## config.mk

```make
export PLATFORM = sky130hd
export DESIGN_NAME = vsync_field_det
export DESIGN_NICKNAME = d
export VERILOG_FILES = /design/src/rtl/vsf_pkg.sv /design/src/rtl/vsf_line_timer.sv /design/src/rtl/vsf_lowtime.sv /design/src/rtl/vsf_pulse_gen.sv /design/src/rtl/vsync_field_det.sv
export SDC_FILE = /design/constraint.sdc
export NUM_CORES = 1
export LEC_CHECK = 0
export BUFFER_PORTS_ARGS = -buffer_cell sky130_fd_sc_hd__buf_2
export CORE_ASPECT_RATIO = 1.25
export CORE_MARGIN = 2
export CORE_UTILIZATION = 60
export DETAILED_ROUTE_END_ITERATION = 10
export HOLD_SLACK_MARGIN = 0.02
export PLACE_DENSITY = 0.8
export SLEW_MARGIN = 40
export SYNTH_ARGS = -nofsm -noshare
export SYNTH_HDL_FRONTEND = slang
export SYNTH_SLANG_ARGS = --single-unit
export TNS_END_PERCENT = 1
```

## constraint.sdc

```tcl
create_clock -name clk -period 8.8 [get_ports clk]
set_input_delay 1.32 -clock clk [delete_from_list [all_inputs] [get_ports clk]]
set_output_delay 1.32 -clock clk [all_outputs]
set_load 0.1 [all_outputs]
```

## src/rtl/vsf_pkg.sv

```systemverilog
package vsf_pkg;
  typedef enum logic {
    MODE_TRACK = 1'b0,
    MODE_FREE  = 1'b1
  } vsf_mode_e;

  localparam int unsigned VS_MIN_HALVES = 3;
endpackage

```

## src/rtl/vsf_line_timer.sv

```systemverilog
module vsf_line_timer #(
  parameter int unsigned POS_W = 12
) (
  input  logic clk,
  input  logic rst_n,
  input  logic line_start_i,
  output logic tick_o,
  output logic first_half_o
);
  localparam logic [POS_W-1:0] POS_MAX = {POS_W{1'b1}};

  logic [POS_W-1:0] pos_q, pos_cur, len_q, half;

  assign pos_cur      = line_start_i ? '0 : pos_q;
  assign half         = len_q >> 1;
  assign tick_o       = line_start_i || ((half != '0) && (pos_cur == half));
  assign first_half_o = pos_cur < half;

  always_ff @(posedge clk) begin
    if (!rst_n) begin
      pos_q <= '0;
      len_q <= '0;
    end else begin
      pos_q <= (pos_cur == POS_MAX) ? POS_MAX : pos_cur + 1'b1;
      if (line_start_i) len_q <= pos_q;
    end
  end

  AST_POS_RESTART: assert property (@(posedge clk) disable iff (!rst_n)
    $past(line_start_i) |-> (pos_q == POS_W'(1)));
endmodule

```

## src/rtl/vsf_lowtime.sv

```systemverilog
module vsf_lowtime #(
  parameter int unsigned CNT_W = 12
) (
  input  logic             clk,
  input  logic             rst_n,
  input  logic             line_start_i,
  input  logic             sync_low_i,
  input  logic [CNT_W-1:0] thresh_i,
  output logic             det_o
);
  localparam logic [CNT_W-1:0] CNT_MAX = {CNT_W{1'b1}};

  logic [CNT_W-1:0] cnt_q, cnt_cur, cnt_nxt;
  logic             fired_q;

  assign cnt_cur = line_start_i ? '0 : cnt_q;
  assign cnt_nxt = (sync_low_i && (cnt_cur != CNT_MAX)) ? cnt_cur + 1'b1 : cnt_cur;
  assign det_o   = sync_low_i && (cnt_nxt > thresh_i) && (line_start_i || !fired_q);

  always_ff @(posedge clk) begin
    if (!rst_n) begin
      cnt_q   <= '0;
      fired_q <= 1'b0;
    end else begin
      cnt_q   <= cnt_nxt;
      fired_q <= (fired_q && !line_start_i) || det_o;
    end
  end

  AST_LOWCNT_CLEAR: assert property (@(posedge clk) disable iff (!rst_n)
    $past(line_start_i) |-> (cnt_q <= CNT_W'(1)));
endmodule

```

## src/rtl/vsf_pulse_gen.sv

```systemverilog
module vsf_pulse_gen #(
  parameter int unsigned HL_W = 5
) (
  input  logic            clk,
  input  logic            rst_n,
  input  logic            start_i,
  input  logic            tick_i,
  input  logic [HL_W-1:0] len_i,
  output logic            active_o
);
  import vsf_pkg::*;

  logic [HL_W:0]   len_eff, hcnt_inc;
  logic [HL_W-1:0] hcnt_q;
  logic            active_q;

  assign len_eff  = ({1'b0, len_i} < (HL_W+1)'(VS_MIN_HALVES)) ?
                    (HL_W+1)'(VS_MIN_HALVES) : {1'b0, len_i};
  assign hcnt_inc = {1'b0, hcnt_q} + 1'b1;
  assign active_o = active_q;

  always_ff @(posedge clk) begin
    if (!rst_n) begin
      active_q <= 1'b0;
      hcnt_q   <= '0;
    end else if (start_i) begin
      active_q <= 1'b1;
      hcnt_q   <= '0;
    end else if (active_q && tick_i) begin
      hcnt_q <= hcnt_inc[HL_W-1:0];
      if (hcnt_inc >= len_eff) active_q <= 1'b0;
    end
  end

  AST_NO_START_ACTIVE: assert property (@(posedge clk) disable iff (!rst_n)
    active_q |-> !start_i);
  AST_FALL_ON_TICK: assert property (@(posedge clk) disable iff (!rst_n)
    $fell(active_q) |-> $past(tick_i));
endmodule

```

## src/rtl/vsync_field_det.sv

```systemverilog
module vsync_field_det #(
  parameter int unsigned CNT_W      = 12,
  parameter int unsigned POS_W      = 12,
  parameter int unsigned LINE_W     = 10,
  parameter int unsigned HL_W       = 5,
  parameter int unsigned LOST_LINES = 337,
  parameter int unsigned LOST_EXTRA = 3
) (
  input  logic              clk,
  input  logic              rst_n,
  input  logic              sync_low_i,
  input  logic              line_start_i,
  input  logic [CNT_W-1:0]  thresh_i,
  input  logic [LINE_W-1:0] field_lines_i,
  input  logic [HL_W-1:0]   vs_len_i,
  output logic              vsync_o,
  output logic              field_o,
  output logic              lost_o,
  output logic              reacq_o
);
  import vsf_pkg::*;

  localparam logic [LINE_W:0] LOST_LIMIT = (LINE_W+1)'(LOST_LINES + LOST_EXTRA);

  logic            tick, first_half, det_raw, active;
  logic            det_ok, fr_fire, start, declare_lost, field_new;
  logic            field_q, reacq_q;
  logic [LINE_W-1:0] lines_q;
  logic [LINE_W:0] lines_nxt;
  vsf_mode_e       mode_q;

  vsf_line_timer #(.POS_W(POS_W)) u_timer (
    .clk(clk), .rst_n(rst_n), .line_start_i(line_start_i),
    .tick_o(tick), .first_half_o(first_half)
  );

  vsf_lowtime #(.CNT_W(CNT_W)) u_low (
    .clk(clk), .rst_n(rst_n), .line_start_i(line_start_i),
    .sync_low_i(sync_low_i), .thresh_i(thresh_i), .det_o(det_raw)
  );

  vsf_pulse_gen #(.HL_W(HL_W)) u_pulse (
    .clk(clk), .rst_n(rst_n), .start_i(start), .tick_i(tick),
    .len_i(vs_len_i), .active_o(active)
  );

  assign lines_nxt    = {1'b0, lines_q} + 1'b1;
  assign det_ok       = det_raw && !active;
  assign fr_fire      = line_start_i && (mode_q == MODE_FREE) &&
                        (lines_nxt >= {1'b0, field_lines_i});
  assign start        = (det_raw || fr_fire) && !active;
  assign field_new    = det_ok ? !first_half : !field_q;
  assign declare_lost = line_start_i && (mode_q == MODE_TRACK) &&
                        (lines_nxt == LOST_LIMIT) && !start;

  always_ff @(posedge clk) begin
    if (!rst_n) begin
      mode_q  <= MODE_TRACK;
      lines_q <= '0;
      field_q <= 1'b0;
      reacq_q <= 1'b0;
    end else begin
      reacq_q <= declare_lost;
      if (start) begin
        lines_q <= '0;
        field_q <= field_new;
        if (det_ok) mode_q <= MODE_TRACK;
      end else if (declare_lost) begin
        mode_q  <= MODE_FREE;
        lines_q <= '0;
      end else if (line_start_i && !lines_nxt[LINE_W]) begin
        lines_q <= lines_nxt[LINE_W-1:0];
      end
    end
  end

  assign vsync_o = active || start;
  assign field_o = start ? field_new : field_q;
  assign lost_o  = (mode_q == MODE_FREE);
  assign reacq_o = reacq_q;

  AST_REACQ_SINGLE: assert property (@(posedge clk) disable iff (!rst_n)
    reacq_q |=> !reacq_q);
  AST_REACQ_LOST: assert property (@(posedge clk) disable iff (!rst_n)
    reacq_q |-> lost_o);
  AST_FIELD_AT_START: assert property (@(posedge clk) disable iff (!rst_n)
    (field_q != $past(field_q)) |-> $past(start));
  AST_LOST_EXIT: assert property (@(posedge clk) disable iff (!rst_n)
    $fell(lost_o) |-> $past(det_ok));
endmodule

```

# Word level (Yosys, flattened, before mapping)

Index checks and enable logic that the tools add are counted.

Bits in writable memories: 0
Memories kept: 0
Input bits: 31
ROM bits: 0
Register bits: 56
Latch bits: 0

Shifts and indexed selects: 0
$add $sub $neg: 4
Eq/ne operators: 5
Reductions and logical operators: 34
Divide/modulo/power cells: 0
Bitwise gates (word level): 2
Multiplexer cells: 13
Multipliers: 0
Magnitude comparators: 5

Operators with widths:

| kind                                                        | count |
|---|---|
| 2-to-1 mux 12 bit                                           | 4 |
| adder 12 x 1 -> 12 bit (second input constant)              | 2 |
| logical AND 1 bit                                           | 14 |
| equality test 12 x 11 -> 1 bit                              | 1 |
| equality test 12 bit (second input constant)                | 1 |
| > comparator 12 bit                                         | 1 |
| less-than comparator 12 x 11 -> 1 bit                       | 1 |
| inequality test 12 bit (second input constant)              | 1 |
| nonzero test 12 bit                                         | 1 |
| adder 10 x 1 -> 11 bit (second input constant)              | 1 |
| equality test 11 x 9 -> 1 bit (second input constant)       | 1 |
| >= comparator 11 x 10 -> 1 bit                              | 1 |
| 2-to-1 mux 1 bit                                            | 8 |
| logical NOT 1 bit                                           | 7 |
| adder 5 x 1 -> 6 bit (second input constant)                | 1 |
| >= comparator 6 bit                                         | 1 |
| nonzero test 2 bit                                          | 3 |
| logical OR 1 bit                                            | 5 |
| less-than comparator 5 x 2 -> 1 bit (second input constant) | 1 |
| 2-to-1 mux 5 bit                                            | 1 |
| AND reduction 2 bit                                         | 2 |
| OR reduction 3 bit                                          | 1 |
| inequality test 2 bit (second input constant)               | 1 |
| inverter 1 bit                                              | 2 |
| OR reduction 2 bit                                          | 1 |

# Longest topological paths before layout

Word-level depth: 13
Gate-level depth with buffers: 17
Gate-level depth less buffers: 14

# Hierarchy

From an unflattened synthesis, not the netlist that was laid out.

Cell total of the unflattened synthesis: 479
Area, all modules: 3975.1 um^2

Modules (own cells, without submodules):

| module          | instances | cells each | area each (um^2) |
|---|---|---|---|
| vsf_line_timer  | 1         | 157        | 1407.6 |
| vsync_field_det | 1         | 145        | 1127.3 |
| vsf_lowtime     | 1         | 126        | 1023.5 |
| vsf_pulse_gen   | 1         | 51         | 416.6 |

# Least setup slack after synthesis

No wires, ideal clock.

Path kind: input to output
From: input line_start_i
To: output field_o
Arrival: 5.985 ns
Stages on the path: 15
Path buffers: 2
Setup slack: 1.495 ns
Path through: buf_4 buf_2 nor2b_1 ha_1 and3_1 nand3b_1 nor2_1 xnor2_1 nor2_1 ha_1 nand4_1 a211oi_1 o31ai_4 a31o_2 nor3_1

Word-level cells in the longest chain between the ends: 10

RTL lines:

| item                                                           | RTL line                                     | RTL |
|---|---|---|
| start: declaration                                             | vsync_field_det.sv:12                        | `input logic line_start_i,` |
| 2-to-1 mux 12 bit *                                            | vsf_lowtime.sv:16                            | `assign cnt_cur = line_start_i ? '0 : cnt_q;` |
| branches (longest 2 deep; another with adder 12 x 1 -> 12 bit) | -                                            |  |
| 2-to-1 mux 12 bit *                                            | vsf_lowtime.sv:17                            | `assign cnt_nxt = (sync_low_i && (cnt_cur != CNT_MAX)) ? cnt_cur + 1'b1 : cnt_cur;` |
| via u_low.cnt_nxt[10]                                          | vsf_lowtime.sv:13                            | `logic [CNT_W-1:0] cnt_q, cnt_cur, cnt_nxt;` |
| > comparator 12 bit *                                          | vsf_lowtime.sv:18                            | `assign det_o = sync_low_i && (cnt_nxt > thresh_i) && (line_start_i \|\| !fired_q);` |
| logical AND 1 bit * (2 in series)                              | vsf_lowtime.sv:18                            |  |
| logical AND 1 bit or logical OR 1 bit (tied branches)          | vsync_field_det.sv:48, vsync_field_det.sv:51 |  |
| 2-to-1 mux 1 bit or logical AND 1 bit (tied branches)          | vsync_field_det.sv:52, vsync_field_det.sv:51 |  |
| 2-to-1 mux 1 bit *                                             | -                                            |  |
| end: declaration                                               | vsync_field_det.sv:17                        | `output logic field_o,` |

Mark *: on every way through the listed nets, which the timed path passes.

# Final worst setup path

Ends and elaborated chain as after synthesis.

==> impl_metrics.json <==
{
  "via_count": 3233,
  "leakage_nw": 1.88,
  "die_h_um": 94.1,
  "cts_buffers": 5,
  "route.detailed.drc": 0,
  "die-area_mm2": 0.00717,
  "ys.flop_type": "dfxtp_1",
  "required_ns": 7.48,
  "finalHoldViolCount": 0,
  "multi_input_area_mm2": 0.00255,
  "syn_area_mm2": 0.00390,
  "path_class": "in -> out",
  "drtIter0Drc": 125,
  "period_share": 0.720,
  "first_global_vias": 3208,
  "vias_per_cell": 5.64,
  "fp-row-count": 32,
  "dp_hpwl_um": 6200,
  "reg2reg_depth": 13,
  "hp-class": "reg -> reg",
  "worstSetupStartpointType": "input pin",
  "grt_pass1_wl_um": 13900,
  "timing.rr.start": "u_low.cnt_q[0]",
  "maxSlewViolCount": 0,
  "slowest_stage": "buf_2",
  "fin_crit_ns": 6.33,
  "drive_gt1_frac": 0.137,
  "place_congestion": 0.866,
  "holdWs_ns": 0.531,
  "synthTopCellsByArea": "dfxtp_1 (28%), ha_1 (14%), xnor2_1 (5.6%), nor2_1 (4.5%), inv_1 (4.2%)",
  "postSynthCellCount": 461,
  "hold_path_startpoint": "u_timer.len_q[2]",
  "ys_seq_area_frac": 0.282,
  "areaGrowthSynthToFinish_pct": 7.38,
  "seq_area_mm2": 0.00110,
  "worst-path-buf-inv": 3,
  "grt_max_degree": 38,
  "synth_edf_count": 0,
  "ant_nets": 0,
  "die_x_um": 76.1,
  "rsz0062_at_grt": "no",
  "ctsHoldBuffers": 0,
  "ys_types": 58,
  "tns_ns": 0,
  "num_antenna_cells": 0,
  "cts_resized": 0,
  "ioPinCount": 35,
  "syn_nets": 535,
  "root_buffer": "clkbuf_8",
  "port_buffers": 34,
  "ys_seq_elements": 55,
  "cap_violations": 0,
  "r2r-end": "lines_q[8]",
  "cts_max_path_buffers": 2,
  "grtUsageTotal": 0.234,
  "holdPathEnd": "u_timer.len_q[2]",
  "postCtsSetupBuffers": 0,
  "avgSynthCellArea_um2": 8.46,
  "reg2reg_setup_slack_ns": 5.36,
  "final_nets": 561,
  "final_common_cell": "dfxtp_1",
  "antenna_found_initial": 0,
  "dr.pass1.iters": 4,
  "clk_transition_reported_paths_ns": 0.09,
  "cts_tree": "built",
  "status": "finished clean",
  "clock_latency_ns": 0.31,
  "cp-end-kind": "output pin",
  "grt_overflow": 0,
  "setup_viol": 0,
  "synth_top_area_frac": 0.282,
  "final_cell_mix": "dfxtp_1 (55), nor2_1 (47), inv_1 (44)",
  "core_area_mm2": 0.00625,
  "wl_per_cell_um": 13.8,
  "cts_htree_levels": 2,
  "vdd_ir_drop_max_v": 0.000108,
  "whs_path_depth": 2,
  "nFillCells": 553,
  "power_uw": 439,
  "cts_sinks": 55,
  "initial_core_util": 0.624,
  "async_flop_share": 0,
  "wl_um": 7940,
  "power_density_mw_per_mm2": 105,
  "synth_warnings": 0,
  "cp_max_fo": 29,
  "worst_pin_slew_ns": 0.653,
  "fmax_mhz": 158,
  "relSlewSlack": 0.564,
  "slowest_delay_ns": 0.45,
  "fin_skew_ns": 0.00985,
  "arrival_ns": 5.01,
  "yosysTopAreaCell": "dfxtp_1",
  "crit_family": "compound AO/OA/AOI/OAI gates",
  "cp_cell_sequence": "buf_2 -> buf_4 -> nor2b_1 -> and3_1 -> a21boi_4 -> mux2_4 -> ha_1 -> nor2b_1 -> o211ai_1 -> a211oi_1 -> o31ai_4 -> a31o_2 -> nor3_1 -> buf_2"
}
## worst min-delay path, cell delays in order (launching register included)
cell	delay, ns
dfxtp_1	0.36
mux2i_1	0.07
nor2_1	0.07
## area by class of cell
cell class / count / share of cell area
Timing Repair Buffer: 35 / 0.0424
Clock inverter: 1 / 0.00120
Tap cell: 85 / 0.0254
Sequential cell: 55 / 0.263
Inverter: 45 / 0.0403
Multi-Input combinational cell: 345 / 0.610
Clock buffer: 7 / 0.0182
## where the power goes
part / internal (mW) / switching (mW) / leakage, nW
Clock: 0.0561 / 0.0780 / 0.0422
Sequential: 0.252 / 0.00366 / 0.445
Combinational: 0.0218 / 0.0277 / 1.39
## through the flow
stage,utilization,instance area (um^2),worst slack (ns),instances
4_1_cts,0.670,4180,2.46,573
5_1_grt,0.670,4190,2.13,573
3_3_place_gp,0.657,4100,2.55,565
2_1_floorplan,-,3900,1.49,461
3_5_place_dp,0.657,4100,2.46,565
6_report,0.670,4190,2.47,573
## registers in the layout, summed over array words and instances (netlist names)
signal,flops
u_low.cnt_q,12
u_timer.pos_q,12
u_timer.len_q,11
lines_q,10
u_pulse.hcnt_q,5
field_q,1
lost_o,1
reacq_o,1
u_low.fired_q,1
u_pulse.active_o,1
## metal layers
metal / part of all wire / GRT usage
met2: 0.52 / 0.450
met5: 0 / 0
met1: 0.43 / 0.264
met4: 0.019 / 0.0803
met3: 0.033 / 0.0337
## kinds of logic (layout without fill, tap and decap cells)
| kind of cell | after synthesis | in the layout | share of synthesized area |
|---|---|---|---|
| muxes | 14 | 14 | 0.0375 |
| buffers and inverters | 61 | 88 | 0.0642 |
| adders and majority gates | 43 | 43 | 0.138 |
| AOI/OAI and AO/OA | 72 | 72 | 0.139 |
| DFF | 55 | 55 | 0.282 |
| xor gates and xnor gates | 37 | 37 | 0.0831 |
| and+or+nand+nor | 179 | 179 | 0.256 |
## cell usage after synthesis (all sizes together), types with 6 or more instances
cell / count
mux2i: 12
nor3: 20
o21ai: 11
nand2: 26
nand3: 19
xnor2: 25
a21oi: 21
clkbuf: 6
inv: 45
ha: 43
nor2: 47
and3: 7
xor2: 12
nand4: 15
and2: 6
a31oi: 6
dfxtp: 55
nor2b: 16
buf: 10
## how the worst max path moves through the flow
stage               slack [ns]  cells past startpoint          from  endpoint
floorplan                 1.49                     15  line_start_i   field_o
global placement          2.55                     14  line_start_i   field_o
detailed placement        2.46                     14  line_start_i   field_o
CTS                       2.46                     14  line_start_i   field_o
global route              2.13                     14  line_start_i   field_o
finish                    2.47                     14  line_start_i   field_o
Note: power is estimated with default switching activity, not from simulation.
